[src/rtl/pbsram_pkg.sv]
package pbsram_pkg;

  // Strobes from control to datapath for one clock edge.
  typedef struct packed {
    logic       rdReq;    // read the access address this edge
    logic [1:0] laneWr;   // per-lane write this edge
    logic       laneOff;  // a lane strobe was sampled low
  } accessT;

  // Low two address bits of the current burst word.
  function automatic logic [1:0] burstLow(input logic [1:0] base,
                                          input logic [1:0] cnt,
                                          input logic linear);
    return linear ? (base + cnt) : (base ^ cnt);
  endfunction

endpackage

[src/rtl/pbsram_ctrl.sv]
module pbsram_ctrl
  import pbsram_pkg::*;
#(
  parameter int ADDR_W = 6
) (
  input  logic              clk,
  input  logic              rstN,
  input  logic [ADDR_W-1:0] addrIn,
  input  logic              ceMainN,
  input  logic              ceAuxHi,
  input  logic              ceAuxN,
  input  logic              procStrobeN,
  input  logic              ctrlStrobeN,
  input  logic              advanceN,
  input  logic              globalWrN,
  input  logic              byteWrEnN,
  input  logic [1:0]        laneWrN,
  input  logic              linearOrder,
  output logic [ADDR_W-1:0] accAddr,
  output accessT            acc
);

  logic [ADDR_W-1:0] baseQ;
  logic [1:0]        cntQ;
  logic              activeQ;

  logic       selected, procStart, ctrlStart, anyStart, contEdge;
  logic [1:0] wrLanes, cntStep, cntUse;

  assign selected  = !ceMainN && ceAuxHi && !ceAuxN;
  assign procStart = !procStrobeN && !ceMainN;          // main enable gates proc strobe
  assign ctrlStart = procStrobeN && !ctrlStrobeN;       // proc strobe has priority
  assign anyStart  = procStart || ctrlStart;
  assign contEdge  = procStrobeN && ctrlStrobeN && activeQ;

  // Global write overrides per-lane strobes.
  assign wrLanes = !globalWrN ? 2'b11 : ({2{!byteWrEnN}} & ~laneWrN);

  assign cntStep = cntQ + 2'd1;
  assign cntUse  = advanceN ? cntQ : cntStep;

  always_comb begin
    acc     = '0;
    accAddr = {baseQ[ADDR_W-1:2], burstLow(baseQ[1:0], cntUse, linearOrder)};
    if (anyStart) begin
      accAddr = addrIn;
      if (selected) begin
        if (ctrlStart && (wrLanes != 2'b00)) acc.laneWr = wrLanes;
        else                                 acc.rdReq  = 1'b1;
      end
    end else if (contEdge) begin
      if (wrLanes != 2'b00) acc.laneWr = wrLanes;
      else                  acc.rdReq  = 1'b1;
    end
    acc.laneOff = procStrobeN && (laneWrN != 2'b11);
  end

  always_ff @(posedge clk) begin
    if (!rstN) begin
      baseQ   <= '0;
      cntQ    <= '0;
      activeQ <= 1'b0;
    end else if (anyStart) begin
      if (selected) begin
        baseQ   <= addrIn;
        cntQ    <= '0;
        activeQ <= 1'b1;
      end else begin
        activeQ <= 1'b0;
      end
    end else if (contEdge && !advanceN) begin
      cntQ <= cntStep;
    end
  end

endmodule

[src/rtl/pbsram_dp.sv]
module pbsram_dp
  import pbsram_pkg::*;
#(
  parameter int ADDR_W = 6,
  parameter int LANE_W = 9
) (
  input  logic                clk,
  input  logic                rstN,
  input  logic [ADDR_W-1:0]   accAddr,
  input  accessT              acc,
  input  logic [2*LANE_W-1:0] wrData,
  input  logic                outEnN,
  output logic [2*LANE_W-1:0] rdData,
  output logic                rdDrive
);

  localparam int WORD_W = 2 * LANE_W;
  localparam int DEPTH  = 1 << ADDR_W;

  logic [ADDR_W-1:0] rdAddrQ;
  logic              rdPendQ, validQ, laneOffQ;
  logic [WORD_W-1:0] dataQ, rdWord;

  for (genvar g = 0; g < 2; g++) begin : gLane
    logic [LANE_W-1:0] laneMem [DEPTH];
    always_ff @(posedge clk) begin
      if (acc.laneWr[g]) laneMem[accAddr] <= wrData[g*LANE_W +: LANE_W];
    end
    assign rdWord[g*LANE_W +: LANE_W] = laneMem[rdAddrQ];
  end

  always_ff @(posedge clk) begin
    if (!rstN) begin
      rdPendQ  <= 1'b0;
      rdAddrQ  <= '0;
      validQ   <= 1'b0;
      laneOffQ <= 1'b0;
      dataQ    <= '0;
    end else begin
      rdPendQ  <= acc.rdReq;
      rdAddrQ  <= accAddr;
      laneOffQ <= acc.laneOff;
      validQ   <= rdPendQ;
      if (rdPendQ) dataQ <= rdWord;
    end
  end

  assign rdData  = dataQ;
  assign rdDrive = validQ && !laneOffQ && !outEnN;

endmodule

[src/rtl/pipe_burst_sram.sv]
module pipe_burst_sram
  import pbsram_pkg::*;
#(
  parameter int ADDR_W = 6,
  parameter int LANE_W = 9
) (
  input  logic                clk,
  input  logic                rstN,
  input  logic [ADDR_W-1:0]   addrIn,
  input  logic                ceMainN,
  input  logic                ceAuxHi,
  input  logic                ceAuxN,
  input  logic                procStrobeN,
  input  logic                ctrlStrobeN,
  input  logic                advanceN,
  input  logic                globalWrN,
  input  logic                byteWrEnN,
  input  logic [1:0]          laneWrN,
  input  logic                outEnN,
  input  logic                linearOrder,
  input  logic [2*LANE_W-1:0] wrData,
  output logic [2*LANE_W-1:0] rdData,
  output logic                rdDrive
);

  logic [ADDR_W-1:0] accAddr;
  accessT            acc;

  pbsram_ctrl #(.ADDR_W(ADDR_W)) ctrl_i (
    .clk(clk), .rstN(rstN), .addrIn(addrIn),
    .ceMainN(ceMainN), .ceAuxHi(ceAuxHi), .ceAuxN(ceAuxN),
    .procStrobeN(procStrobeN), .ctrlStrobeN(ctrlStrobeN),
    .advanceN(advanceN), .globalWrN(globalWrN), .byteWrEnN(byteWrEnN),
    .laneWrN(laneWrN), .linearOrder(linearOrder),
    .accAddr(accAddr), .acc(acc)
  );

  pbsram_dp #(.ADDR_W(ADDR_W), .LANE_W(LANE_W)) dp_i (
    .clk(clk), .rstN(rstN), .accAddr(accAddr), .acc(acc),
    .wrData(wrData), .outEnN(outEnN), .rdData(rdData), .rdDrive(rdDrive)
  );

endmodule

[config.mk]
export PLATFORM = sky130hd
export DESIGN_NAME = pipe_burst_sram
export DESIGN_NICKNAME = d
export VERILOG_FILES = /design/src/rtl/pbsram_pkg.sv /design/src/rtl/pbsram_ctrl.sv /design/src/rtl/pbsram_dp.sv /design/src/rtl/pipe_burst_sram.sv
export SDC_FILE = /design/constraint.sdc
export NUM_CORES = 1
export LEC_CHECK = 0
export ABC_CLOCK_PERIOD_IN_PS = 3900
export CORE_ASPECT_RATIO = 0.9
export CORE_UTILIZATION = 55
export DETAILED_ROUTE_END_ITERATION = 16
export PLACE_DENSITY = 0.75
export SLEW_MARGIN = 20
export SYNTH_ARGS = -nofsm -noshare
export SYNTH_HDL_FRONTEND = slang
export SYNTH_SLANG_ARGS = --single-unit
[constraint.sdc]
create_clock -name clk -period 3.9 [get_ports clk]
set_clock_uncertainty 0.2 [all_clocks]
set_input_delay 0.585 -clock clk [delete_from_list [all_inputs] [get_ports clk]]
set_output_delay 0.585 -clock clk [all_outputs]
set_load 0.03 [all_outputs]
After elaboration in Yosys (flattened, before gate mapping):

Memory sizes are Yosys's and may differ from the RTL's. A register that Yosys moved wholly into a read port is not among the register bits.
Cells that the tools add are included.

* muxes and demuxes: 19
* reduce and logical (&&, ||, !) cells: 26
* bitwise gates (word level): 3
* equal/unequal tests: 2
* add/sub/neg operators: 2

Operator list (number)
* $mux 2: 8
* $logic_and 1x1->1: 11
* $logic_not 1->1: 10
* $mux 3: 3
* $mux 1: 7
* $mux 6: 1
* $reduce_and 2->1: 2
* $reduce_bool 2->1: 2
* $add 2x1->2 const B: 1
* $add 2x2->2: 1
* $and 2x2->2: 1
* $ne 2x1->1 const B: 1
* $ne 2x2->1 const B: 1
* $not 2->2: 1
* $xor 2x2->2: 1
* $logic_or 1x1->1: 1

* flip-flop bits (word level): 18
* memory bits (writable): 1152
* memories: 2

Memories
* dp_i.gLane[0].laneMem: depth 64, width 9, read ports 1, clocked after memory_dff 1, write ports 1, RTL line pbsram_dp.sv:25 `logic [LANE_W-1:0] laneMem [DEPTH];`
* dp_i.gLane[1].laneMem: depth 64, width 9, read ports 1, clocked after memory_dff 1, write ports 1, RTL line pbsram_dp.sv:25

Logic depth before layout (Yosys ltp):

* depth after elaboration: 10
* mapped depth: 9

Modules after synthesis:

Synthesis repeated with hierarchy kept, for this count alone.

* cells, all modules: 2456
* area total of the unflattened synthesis: 46305.7 um2

Modules (own cells, without submodules)
* pbsram_dp: instances 1, seq. area each 35133.7 um2, cells an instance 2386, area an instance 45666.3 um2
* pbsram_ctrl: instances 1, seq. area each 180.2 um2, cells an instance 70, area an instance 639.4 um2

Worst setup path before layout:

Ideal clock, no wire load.

* path type: input to register
* from: input port procStrobeN
* to: memory dp_i.gLane[0].laneMem[28][0], enable pin
* setup slack: 861 ps
* path buffers: 2
* cell stages on the path: 7
* data arrival time: 2465 ps
* data required time: 3326 ps
* cell sequence: buf_4 > mux2i_4 > mux2i_1 > nor2b_1 > nand2_2 > buf_2 > nor2_1

* cells in the longest elaborated chain, start to end: 7
* elaborated cells on any way between the ends: 14

RTL lines
* start: declaration: RTL line pipe_burst_sram.sv:13 `input logic procStrobeN,`
* $logic_and 1x1->1: RTL line pbsram_ctrl.sv:32 `assign ctrlStart = procStrobeN && !ctrlStrobeN;`
* $logic_and 1x1->1: RTL line pbsram_ctrl.sv:48 `if (ctrlStart && (wrLanes != 2'b00)) acc.laneWr = wrLanes;`
* $mux 2: RTL line pbsram_ctrl.sv:48
* $mux 3: RTL line pbsram_ctrl.sv:47 `if (selected) begin`
* $mux 3: RTL line pbsram_ctrl.sv:45 `if (anyStart) begin`
* $mux 1: RTL line pbsram_dp.sv:27 `if (acc.laneWr[g]) laneMem[accAddr] <= wrData[g*LANE_W +: LANE_W];`
* $mux 1 (not written as such): RTL line pbsram_dp.sv:27
* end: declaration: RTL line pbsram_dp.sv:25

Parallel ways exist; a longest one is shown, timed or not.

==> impl_results.md <==
* Static leakage at 16.7 nW
* Rel. slew slack at 0.212
* R2R cell count at 6
* Gate count of the mapped netlist at between 2000 and 2500
* First-pass GRT wire length at 166000 microns
* Number of H-tree levels at 3
* Outcome: finished clean
* Time the final worst path needs with I/O delays and setup at 3.28 ns
* Floorplan Core Area at 83000 sq um
* FF+latch count, synth at 1188
* Antenna violations before repair at 6
* Most used standard cells in the synthesized netlist: sky130_fd_sc_hd__edfxtp_1 (1152), sky130_fd_sc_hd__mux2_2 (218), sky130_fd_sc_hd__nor2_1 (149), sky130_fd_sc_hd__mux4_2 (144), sky130_fd_sc_hd__nor2b_1 (78)
* Final HPWL from detailed placement at 72500 microns
* Remaining number of nets flagged by the antenna check after routing at 0
* I/O Pins at 57
* Weighted congestion reported at the end of routability-driven placement at 0.933
* Share of Yosys cell area claimed by the top area cell type at 0.749
* Dominant synthesized flop cell: sky130_fd_sc_hd__edfxtp_1
* Detailed router's first-iteration violation count at 3555
* Post-synthesis async set-or-reset flop share at 0
* Fraction of final layout cells with drive strength greater than 1 at 0.283
* Fmax achieved at 305 MHz
* Max cap viols at 0
* Resized cells post-CTS at 0
* Source-to-sink clock delay at the later pin of the worst-skew pair at 0.68 ns
* Combined area of all synthesized cells at roughly 46000 sq um
* Average cell area after synthesis at 19.0 sq um
* Clock-pin slew on the worst setup and hold paths at 0.06 ns
* Yosys cell types at 44
* Number of buffers inserted by post-CTS setup repair at 0
* Final Hold Vio Count at 0
* Standard cell area after detailed placement at ~49000 sq um
* Yosys Warn Count at 0
* Number of nets produced by synthesis at 2472
* Number of standard cells in the final layout excluding fillers at around 4000
* Maximum number of pins on one net before global-route repair at 87
* Total length of routed wires at 113000 microns
* Power Density at slightly above 500 nW/um^2
* Hold path cells at 1
* EDFF count, synth at 1152
* Required time of the critical path at approximately 4.2 ns
* Residual DRC count at 0
* Top fanout value on the critical path at 37
* Vias after detailed routing at 24700
* Initial Util at 0.557
* Hold Crit Class: in -> reg
* # nets final at 2712
* Total global-route track usage at 0.269
* Start-to-end type of the worst setup path: reg -> reg
* Setup Total Neg Slack at 0 ns
* Setup crit start kind: flop
* Clock sink total at 1188
* Dominant cell by count in the synthesized netlist: sky130_fd_sc_hd__edfxtp_1
* Buffer type at the clock tree root: sky130_fd_sc_hd__clkbuf_16
* Cts-stage hold buffer count at 0
* RSZ-0062 raised after global routing: false
* Mean number of vias per cell at ~6.3
* PnR Total Power at 26.7 mW
* TritonCTS Buffers at ~110
* Overall die height at 277 microns
* Signal arrival time at the worst endpoint at 3.60 ns
* Tightest hold margin at between 0.07 and 0.08 ns
* 1st-pass router iterations at 5
* Category of the worst setup path capture point: flop
* Dpl cells at about 3700
* Setup violators final at 0
* DIE WIDTH at 307 microns
* Max-slew violations at 0
* Finished Cell Area at between 50000 and 60000 sq um
* Die outline area at 85100 sq um
* Final global-route overflow total at 0
* Worst-Margin Slew at 1.18 ns
* Number of standard-cell rows in the floorplan at 100
* IR Drop Worst-Case VDD at 0.000414 V
* Share of synthesized area spent on multiplexers at 0.127
* Final clock period utilization by the worst path at 0.842
* Via count of the first global-routing pass at roughly 24000
* Sequential fraction of the synthesis area at 0.765
* CTS tree: done
* CTS Buffer Depth at 3
* Routed len/inst at 29.1 microns
* Post-synthesis share of cell area spent on and, or, nand and nor gates at 0.0392
* Fillcell total at roughly 5400
* Setup slack on the worst flop-to-flop path at 0.62 ns
* Synth-to-layout area growth at 14.9%
* Count of buffers from port buffering at 56
* Adder-cell share of the synthesized area at 0.000271
* Synth Area in Compound Gates at 0.0530
* Top area cells in the synthesized netlist: sky130_fd_sc_hd__edfxtp_1 (75%), sky130_fd_sc_hd__mux4_2 (7.0%), sky130_fd_sc_hd__mux2_2 (5.3%), sky130_fd_sc_hd__dfxtp_1 (1.6%), sky130_fd_sc_hd__nor2_1 (1.2%)
* Dominant cell type by area after synthesis: sky130_fd_sc_hd__edfxtp_1
* Combinational family with the most area after synthesis: multiplexers
* Parity-gate share of the synthesized area counting xor and xnor cells at 0.000867
## worst max-delay path: stages, from the launching register on
cell and delay [ns]:
sky130_fd_sc_hd__dfxtp_4 0.80, sky130_fd_sc_hd__buf_4 0.32, sky130_fd_sc_hd__mux4_2 0.33, sky130_fd_sc_hd__a22oi_1 0.32, sky130_fd_sc_hd__o31ai_1 0.19, sky130_fd_sc_hd__nor3_1 0.67, sky130_fd_sc_hd__o221ai_1 0.25
## where the power goes
part           internal, mW  total, mW  switching [mW]
Clock                  6.56       11.2            4.61
Combinational         0.512       1.46           0.946
Sequential             14.0       14.0          0.0383
Total                  21.1       26.7            5.60
## area by class of cell
type | instances | area [sq um] | share of cell area
clock buffer | 144 | 3080 | 0.0581
multi-input combinational | 1099 | 10200 | 0.192
clock inverter | 69 | 734 | 0.0138
timing repair buffer | 270 | 2310 | 0.0435
antenna | 2 | 5.00 | 0.0000944
sequential | 1188 | 35300 | 0.666
inverter | 2 | 7.51 | 0.000142
tap | 1122 | 1400 | 0.0265
## metal layers
layer  global-route usage  up-vias  share of wire
li1                     -    10400              -
met1                0.398    12600           0.40
met2                0.403     1550           0.45
met3               0.0647      201           0.12
met4               0.0726        0          0.028
met5                    0        -              0
## stage by stage
stage / util / worst slack (ns)
after floorplan: - / 0.861
after global placement: 0.593 / 0.216
after detailed placement: 0.593 / 0.0385
after CTS: 0.639 / 0.653
after global routing: 0.639 / 0.484
final: 0.639 / 0.617
## sequential cells by signal, indices dropped and copies added, names as in the netlist
register	count
dp_i.rdAddrQ	6
dp_i.laneOffQ	1
ctrl_i.cntQ	2
dp_i.rdPendQ	1
ctrl_i.activeQ	1
dp_i.validQ	1
dp_i.rdData	18
ctrl_i.baseQ	6
dp_i.gLane.laneMem	1152
## layout by cell type (no fill, tap or decap), types with 20 or more instances in the layout
cell type	n
sky130_fd_sc_hd__clkbuf_16	117
sky130_fd_sc_hd__o21ai_0	75
sky130_fd_sc_hd__nor2b_1	77
sky130_fd_sc_hd__a22oi_1	36
sky130_fd_sc_hd__clkbuf_1	22
sky130_fd_sc_hd__clkinv_1	20
sky130_fd_sc_hd__clkinv_2	22
sky130_fd_sc_hd__dfxtp_1	34
sky130_fd_sc_hd__clkdlybuf4s50_1	38
sky130_fd_sc_hd__mux4_2	144
sky130_fd_sc_hd__a22o_1	36
sky130_fd_sc_hd__nor2_1	147
sky130_fd_sc_hd__a211oi_1	72
sky130_fd_sc_hd__mux2_2	218
sky130_fd_sc_hd__edfxtp_1	1152
sky130_fd_sc_hd__o31ai_1	36
sky130_fd_sc_hd__nand2_1	21
sky130_fd_sc_hd__nand3b_1	20
sky130_fd_sc_hd__nor3_1	72
sky130_fd_sc_hd__o22ai_1	72
sky130_fd_sc_hd__buf_4	194
## path summary, 6_finish.rpt
| kind | from | endpoint |
|---|---|---|
| worst max register to register | dp_i.rdAddrQ[2] | dp_i.rdData[10] |
| worst min register to register | dp_i.rdData[11] | dp_i.rdData[11] |
| worst min-delay path | wrData[15] | dp_i.gLane[1].laneMem[49][6] |
| worst max-delay path | dp_i.rdAddrQ[2] | dp_i.rdData[10] |
## kinds of logic after synthesis
logic type      Yosys count
flops                  1188
mux                     375
simple gates            365
compound gates          355
buf+inv                 146
xor+xnor                  3
fa+ha+maj                 1
Power figures use the tool's default switching activity.
